$ cat src/rtl/pn_pkg.sv
package pn_pkg;
    typedef enum logic [3:0] {
        S_IDLE, S_RDA, S_RDB, S_RDLEN, S_RDW, S_HI, S_LO, S_NUL, S_PACK, S_FIN
    } pn_state_e;

    typedef enum logic [1:0] {
        ST_OK      = 2'd0,
        ST_RDERR   = 2'd1,
        ST_BADSEC  = 2'd2,
        ST_NOSPACE = 2'd3
    } pn_status_e;

    localparam int WORD_W   = 16;
    localparam int PACK_LEN = 11;

    typedef struct packed {
        pn_state_e   state;
        pn_status_e  status;
        logic [15:0] wa;
        logic [15:0] wb;
        logic [15:0] word;
        logic [15:0] ptr;
        logic [15:0] cnt;
        logic [3:0]  idx;
    } pn_regs_t;
endpackage

$ cat src/rtl/pn_hex_ascii.sv
module pn_hex_ascii (
    input  logic [3:0] nib,
    output logic [7:0] ascii
);
    always_comb begin
        if (nib < 4'd10) ascii = 8'h30 + {4'd0, nib};
        else             ascii = 8'h37 + {4'd0, nib};
    end
endmodule

$ cat src/rtl/pn_pack_fmt.sv
module pn_pack_fmt (
    input  logic [15:0] wa,
    input  logic [15:0] wb,
    input  logic [3:0]  idx,
    output logic [7:0]  byte_o
);
    logic [3:0] nib;
    logic [7:0] hex;

    pn_hex_ascii u_hex (.nib(nib), .ascii(hex));

    always_comb begin
        case (idx)
            4'd0:    nib = wa[15:12];
            4'd1:    nib = wa[11:8];
            4'd2:    nib = wa[7:4];
            4'd3:    nib = wa[3:0];
            4'd4:    nib = wb[15:12];
            4'd5:    nib = wb[11:8];
            4'd8:    nib = wb[7:4];
            4'd9:    nib = wb[3:0];
            default: nib = 4'd0;   // placeholder slot converts a zero nibble
        endcase
        case (idx)
            4'd6:    byte_o = 8'h2D;
            4'd10:   byte_o = 8'h00;
            default: byte_o = hex;
        endcase
    end
endmodule

$ cat src/rtl/pn_string_reader.sv
module pn_string_reader
    import pn_pkg::*;
#(
    parameter int          ADDR_W  = 16,
    parameter int          LIMIT_W = 16,
    parameter logic [15:0] GUARD   = 16'hFAFA,
    parameter logic [15:0] HDR_A   = 16'h0008,
    parameter logic [15:0] HDR_B   = 16'h0009
) (
    input  logic               clk,
    input  logic               rst_n,
    input  logic               start,
    input  logic [LIMIT_W-1:0] buf_limit,
    output logic               rd_req,
    output logic [ADDR_W-1:0]  rd_addr,
    input  logic               rd_valid,
    input  logic               rd_err,
    input  logic [15:0]        rd_data,
    output logic               out_valid,
    input  logic               out_ready,
    output logic [7:0]         out_byte,
    output logic               done,
    output logic [1:0]         status
);
    localparam int CMP_W = (LIMIT_W > WORD_W ? LIMIT_W : WORD_W) + 2;

    pn_regs_t r_q, r_d;
    logic [7:0]       pack_byte;
    logic [CMP_W-1:0] need_bytes, have_bytes;

    pn_pack_fmt u_pack (.wa(r_q.wa), .wb(r_q.wb), .idx(r_q.idx), .byte_o(pack_byte));

    assign need_bytes = (CMP_W'(rd_data) << 1) - CMP_W'(1);
    assign have_bytes = CMP_W'(buf_limit);

    // outputs decoded from registered state
    always_comb begin
        rd_req  = 1'b0;
        rd_addr = '0;
        case (r_q.state)
            S_RDA:   begin rd_req = 1'b1; rd_addr = ADDR_W'(HDR_A); end
            S_RDB:   begin rd_req = 1'b1; rd_addr = ADDR_W'(HDR_B); end
            S_RDLEN: begin rd_req = 1'b1; rd_addr = ADDR_W'(r_q.wb); end
            S_RDW:   begin rd_req = 1'b1; rd_addr = ADDR_W'(r_q.ptr); end
            default: ;
        endcase
        out_valid = (r_q.state == S_HI) || (r_q.state == S_LO) ||
                    (r_q.state == S_NUL) || (r_q.state == S_PACK);
        case (r_q.state)
            S_HI:    out_byte = r_q.word[15:8];
            S_LO:    out_byte = r_q.word[7:0];
            S_PACK:  out_byte = pack_byte;
            default: out_byte = 8'h00;
        endcase
        done   = (r_q.state == S_FIN);
        status = r_q.status;
    end

    always_comb begin
        r_d = r_q;
        case (r_q.state)
            S_IDLE: if (start) r_d.state = S_RDA;
            S_RDA: begin
                if (rd_err) begin
                    r_d.status = ST_RDERR; r_d.state = S_FIN;
                end else if (rd_valid) begin
                    r_d.wa = rd_data; r_d.state = S_RDB;
                end
            end
            S_RDB: begin
                if (rd_err) begin
                    r_d.status = ST_RDERR; r_d.state = S_FIN;
                end else if (rd_valid) begin
                    r_d.wb = rd_data;
                    if (r_q.wa != GUARD) begin
                        if (have_bytes < CMP_W'(PACK_LEN)) begin
                            r_d.status = ST_NOSPACE; r_d.state = S_FIN;
                        end else begin
                            r_d.idx = '0; r_d.state = S_PACK;
                        end
                    end else begin
                        r_d.state = S_RDLEN;
                    end
                end
            end
            S_RDLEN: begin
                if (rd_err) begin
                    r_d.status = ST_RDERR; r_d.state = S_FIN;
                end else if (rd_valid) begin
                    if (rd_data == 16'h0000 || rd_data == 16'hFFFF) begin
                        r_d.status = ST_BADSEC; r_d.state = S_FIN;
                    end else if (have_bytes < need_bytes) begin
                        r_d.status = ST_NOSPACE; r_d.state = S_FIN;
                    end else begin
                        r_d.cnt   = rd_data - 16'd1;
                        r_d.ptr   = r_q.wb + 16'd1;
                        r_d.state = (rd_data == 16'd1) ? S_NUL : S_RDW;
                    end
                end
            end
            S_RDW: begin
                if (rd_err) begin
                    r_d.status = ST_RDERR; r_d.state = S_FIN;
                end else if (rd_valid) begin
                    r_d.word = rd_data; r_d.state = S_HI;
                end
            end
            S_HI: if (out_ready) r_d.state = S_LO;
            S_LO: if (out_ready) begin
                r_d.ptr   = r_q.ptr + 16'd1;
                r_d.cnt   = r_q.cnt - 16'd1;
                r_d.state = (r_q.cnt == 16'd1) ? S_NUL : S_RDW;
            end
            S_NUL: if (out_ready) begin
                r_d.status = ST_OK; r_d.state = S_FIN;
            end
            S_PACK: if (out_ready) begin
                if (r_q.idx == 4'(PACK_LEN - 1)) begin
                    r_d.status = ST_OK; r_d.state = S_FIN;
                end else begin
                    r_d.idx = r_q.idx + 4'd1;
                end
            end
            S_FIN:   r_d.state = S_IDLE;
            default: r_d.state = S_IDLE;
        endcase
    end

    always_ff @(posedge clk) begin
        if (!rst_n) begin
            r_q        <= '0;
            r_q.state  <= S_IDLE;
            r_q.status <= ST_OK;
        end else begin
            r_q <= r_d;
        end
    end

    // a pending request keeps its address until answered
    p_req_hold_r1: assert property (@(posedge clk) disable iff (!rst_n)
        rd_req && !rd_valid && !rd_err |=> rd_req && $stable(rd_addr));

    // a failed read ends the run with the read-error code
    p_err_ends_r2: assert property (@(posedge clk) disable iff (!rst_n)
        rd_req && rd_err |=> done && status == 2'd1 && !out_valid);

    // a stalled byte is held
    p_out_hold_r9: assert property (@(posedge clk) disable iff (!rst_n)
        out_valid && !out_ready |=> out_valid && $stable(out_byte));

    // done lasts one cycle
    p_done_pulse_r10: assert property (@(posedge clk) disable iff (!rst_n)
        done |=> !done);

    // a zero or all-ones length word is rejected
    p_badlen_r6: assert property (@(posedge clk) disable iff (!rst_n)
        rd_req && rd_valid && !rd_err && r_q.state == S_RDLEN &&
        (rd_data == 16'h0000 || rd_data == 16'hFFFF) |=> done && status == 2'd2);
endmodule

$ cat config.mk
export PLATFORM = sky130hd
export DESIGN_NAME = pn_string_reader
export DESIGN_NICKNAME = d
export VERILOG_FILES = /design/src/rtl/pn_pkg.sv /design/src/rtl/pn_hex_ascii.sv /design/src/rtl/pn_pack_fmt.sv /design/src/rtl/pn_string_reader.sv
export SDC_FILE = /design/constraint.sdc
export NUM_CORES = 1
export LEC_CHECK = 0
export ABC_CLOCK_PERIOD_IN_PS = 7190
export BUFFER_PORTS_ARGS = -buffer_cell sky130_fd_sc_hd__clkbuf_2
export CAP_MARGIN = 20
export CORE_UTILIZATION = 30
export CTS_BUF_LIST = sky130_fd_sc_hd__clkbuf_4 sky130_fd_sc_hd__clkbuf_8 sky130_fd_sc_hd__clkbuf_16
export CTS_CLUSTER_DIAMETER = 40
export CTS_CLUSTER_SIZE = 30
export DETAILED_ROUTE_END_ITERATION = 12
export MAX_ROUTING_LAYER = met4
export PLACE_DENSITY_LB_ADDON = 0.15
export SETUP_SLACK_MARGIN = 0.5
export SLEW_MARGIN = 20
export SYNTH_ARGS = -nofsm -noshare
export SYNTH_HDL_FRONTEND = slang
export SYNTH_SLANG_ARGS = --single-unit
$ cat constraint.sdc
create_clock -name clk -period 7.19 [get_ports clk]
set_clock_uncertainty 0.2 [all_clocks]
set_input_delay 0.3595 -clock clk [delete_from_list [all_inputs] [get_ports clk]]
set_output_delay 0.3595 -clock clk [all_outputs]
set_load 0.01 [all_outputs]
==> impl_metrics.py <==
metrics = {
    "timing": {
        "final-hold-violation-count": 0,
        "drv_slew": 0,
        "relSlewSlack_pct": 29.5,
        "rsz0062_at_grt": "no",
        "final-setup-viol-count": 0,
        "max_freq_ghz": 0.222,
        "worstMarginPinSlew_ns": 1.05,
        "period_needed_ns": 4.51,
        "fin_ws_ns": 2.68,
        "period_share_pct": 62.8,
        "tns_ns": 0,
    },
    "cts": {
        "cts-buffers-inserted": 9,
        "cts_buffer_depth": 2,
        "clock_sinks": 90,
        "clkLatencyLatePin_ns": 0.35,
        "h-tree-depth": 3,
        "ctsResizeCount": 0,
        "cts_setup_buffers": 0,
        "cts_tree": "yes",
        "cts-root-buf": "clkbuf_16",
        "clk_pin_slew_worst_paths_ns": 0.08,
        "postCtsHoldBufs": 0,
    },
    "floorplanning": {
        "die_y_microns": 150,
        "coreArea_sq_mm": 0.0212,
        "fp.dieW_microns": 150,
        "die_area_sq_mm": 0.0224,
        "ios": 67,
        "rows": 53,
        "start_util_pct": 30.9,
    },
    "worst_setup_path": {
        "path_class": "register to register",
        "cpPeakStageDelay_ns": 0.81,
        "cp_cell_sequence": "and4bb_2 > buf_4 > nand2_1 > nand2_1 > ha_1 > nand4_1 > nor4_2 > o22ai_2 > or3_1 > mux2_1 > o21ai_1 > a21oi_1",
        "path_max_fanout": 45,
        "worstSetupStartpointType": "register",
        "cpMostUsedCell": "nand2_1",
        "slowest_stage": "dfxtp_1",
        "crit_required_ns": 7.20,
        "arrival_ns": 4.52,
        "crit_path_end_kind": "register",
    },
    "logic_synthesis": {
        "yosysWarnings": 0,
        "synthFlopType": "dfxtp_1",
        "synth-seq-cells": 90,
        "synth.cell_area_sq_mm": 0.00656,
        "ys_seq_area_share_pct": 27.5,
        "synth-edff-count": 0,
        "synth_cells": 893,
        "ys_async_sr_fraction_pct": 0,
        "synth_nets": 958,
        "syn_area_per_cell_sq_um": 7.34,
        "ys_types": 79,
    },
    "placement": {
        "place_congestion": 0.851,
        "dp_slack_ns": 2.55,
        "dpl.hpwl_microns": 15700,
        "io_buffers": 66,
    },
    "grt": {
        "grt_start_max_net_pins": 76,
        "first_global_vias": 6179,
        "grt-ovfl-total": 0,
        "grt_pass1_wl_microns": 35300,
        "grt_usage_pct": 21.0,
        "antenna_found_initial": 0,
    },
    "routing": {
        "drt_iter0_drc": 462,
        "vias": 6513,
        "wl_per_cell_microns": 18.7,
        "routed_via_density": 5.51,
        "finalWirelength_microns": 22100,
        "drt.antenna.violating_nets": 0,
        "drc": 0,
        "first_pass_iters": 5,
    },
    "power_and_ir_drop": {
        "leakage_uw": 0.00270,
        "finalPower_uw": 1370,
        "ir_drop_v": 0.0000984,
        "powerDensity_mw_per_mm2": 188,
    },
    "layout": {
        "fin_util_pct": 34.3,
        "final_cell_mix": "144 x nand2_1, 98 x a21oi_1, 90 x dfxtp_1",
        "area.growth.synth_to_final_pct": 11.1,
        "n_fill_cell": 2313,
        "final_common_cell": "nand2_1",
        "num_antenna_cells": 0,
        "finalNetCount": 967,
        "drive_gt1_share_pct": 12.8,
    },
    "worst_hold_path": {
        "hold_class": "primary input to register",
    },
    "flow_run": {
        "cap_violations": 0,
    },
    "status": {
        "status": "finished, final reports clean",
    },
}
-- power breakdown --
group	leakage (uW)	switching (uW)	internal, uW
sequential	0.000726	30.1	516
clock	0.000155	218	317
combinational	0.00182	175	112
total	0.00270	423	945
-- state kept, by name (all words and copies together) (netlist names) --
name,cells
r_q,88
status,2
-- per-stage QoR --
stage	hold WS, ns	std cells	cell area (sq um)
after floorplan	0.236	893	6560
after global placement	0.245	1166	6960
after detailed placement	0.249	1166	6960
after CTS	0.170	1181	7280
after global routing	0.184	1181	7280
final	0.189	1181	7280
-- cell type report --
| class | instances | area [sq um] | area share [%] |
|---|---|---|---|
| Multi-Input combinational cell | 712 | 4380 | 60.1 |
| Sequential cell | 90 | 1800 | 24.7 |
| Timing Repair Buffer | 71 | 368 | 5.05 |
| Tap cell | 275 | 344 | 4.72 |
| Clock buffer | 11 | 246 | 3.38 |
| Clock inverter | 4 | 76.3 | 1.05 |
| Inverter | 18 | 67.6 | 0.928 |
-- synth_stat cells (all sizes together), types with 6 or more instances --
master	number	share of area (%)
a21oi	98	7.5
a22o	20	2.7
a22oi	13	1.5
a31oi	12	1.1
and2	7	0.71
and3	11	1.0
buf	25	2.3
clkbuf	48	2.8
dfxtp	90	27
ha	27	5.2
inv	18	1.0
mux2i	22	3.4
nand2	145	8.3
nand2b	10	0.95
nand3	29	2.2
nand4	12	1.1
nor2	84	4.8
nor2b	8	0.76
nor3	19	1.5
nor4	22	3.2
o21a	6	0.69
o21ai	46	3.5
o221a	6	1.0
or3	7	0.67
xnor2	12	1.6
xor2	7	0.94
-- worst max-delay path: cells and delay by family (launching register included) --
kind	cells	cell delay (ns)
AO/OA/AOI/OAI	3	0.41
adder cells (fa/ha/maj)	1	0.27
buffers and inverters	1	0.50
flip-flops	1	0.81
multiplexers	1	0.33
AND/OR/NAND/NOR	6	1.84
-- layer usage --
metal	global-route usage, %	vias up	wire (microns)
li1	-	3261	-
met1	29.1	3097	10900
met2	32.7	142	10100
met3	2.23	13	864
met4	4.60	0	208
met5	-	-	0
-- path summary, 6_finish.rpt --
path                          end  slack, ns            startpoint  depth (start not counted)
max          r_q[34]$_SDFFE_PN0P_       2.68  r_q[88]$_SDFFE_PN0P_                         12
min          r_q[37]$_SDFFE_PN0P_       0.19            rd_data[1]                          3
max reg2reg  r_q[34]$_SDFFE_PN0P_       2.68  r_q[88]$_SDFFE_PN0P_                         12
min reg2reg  r_q[39]$_SDFFE_PN0P_       0.26  r_q[39]$_SDFFE_PN0P_                          2
-- logic make-up (layout without fill, tap and decap cells) --
group | after synthesis | in the layout | share of synthesized area (%)
buffers and inverters | 91 | 104 | 6.05
adder cells (fa/ha/maj) | 27 | 27 | 5.15
XOR/XNOR | 19 | 19 | 2.54
AND/OR/NAND/NOR | 377 | 377 | 28.2
AO/OA/AOI/OAI | 264 | 264 | 26.7
multiplexers | 25 | 25 | 3.87
flip-flops | 90 | 90 | 27.5
(Power assumes the default switching activity.)
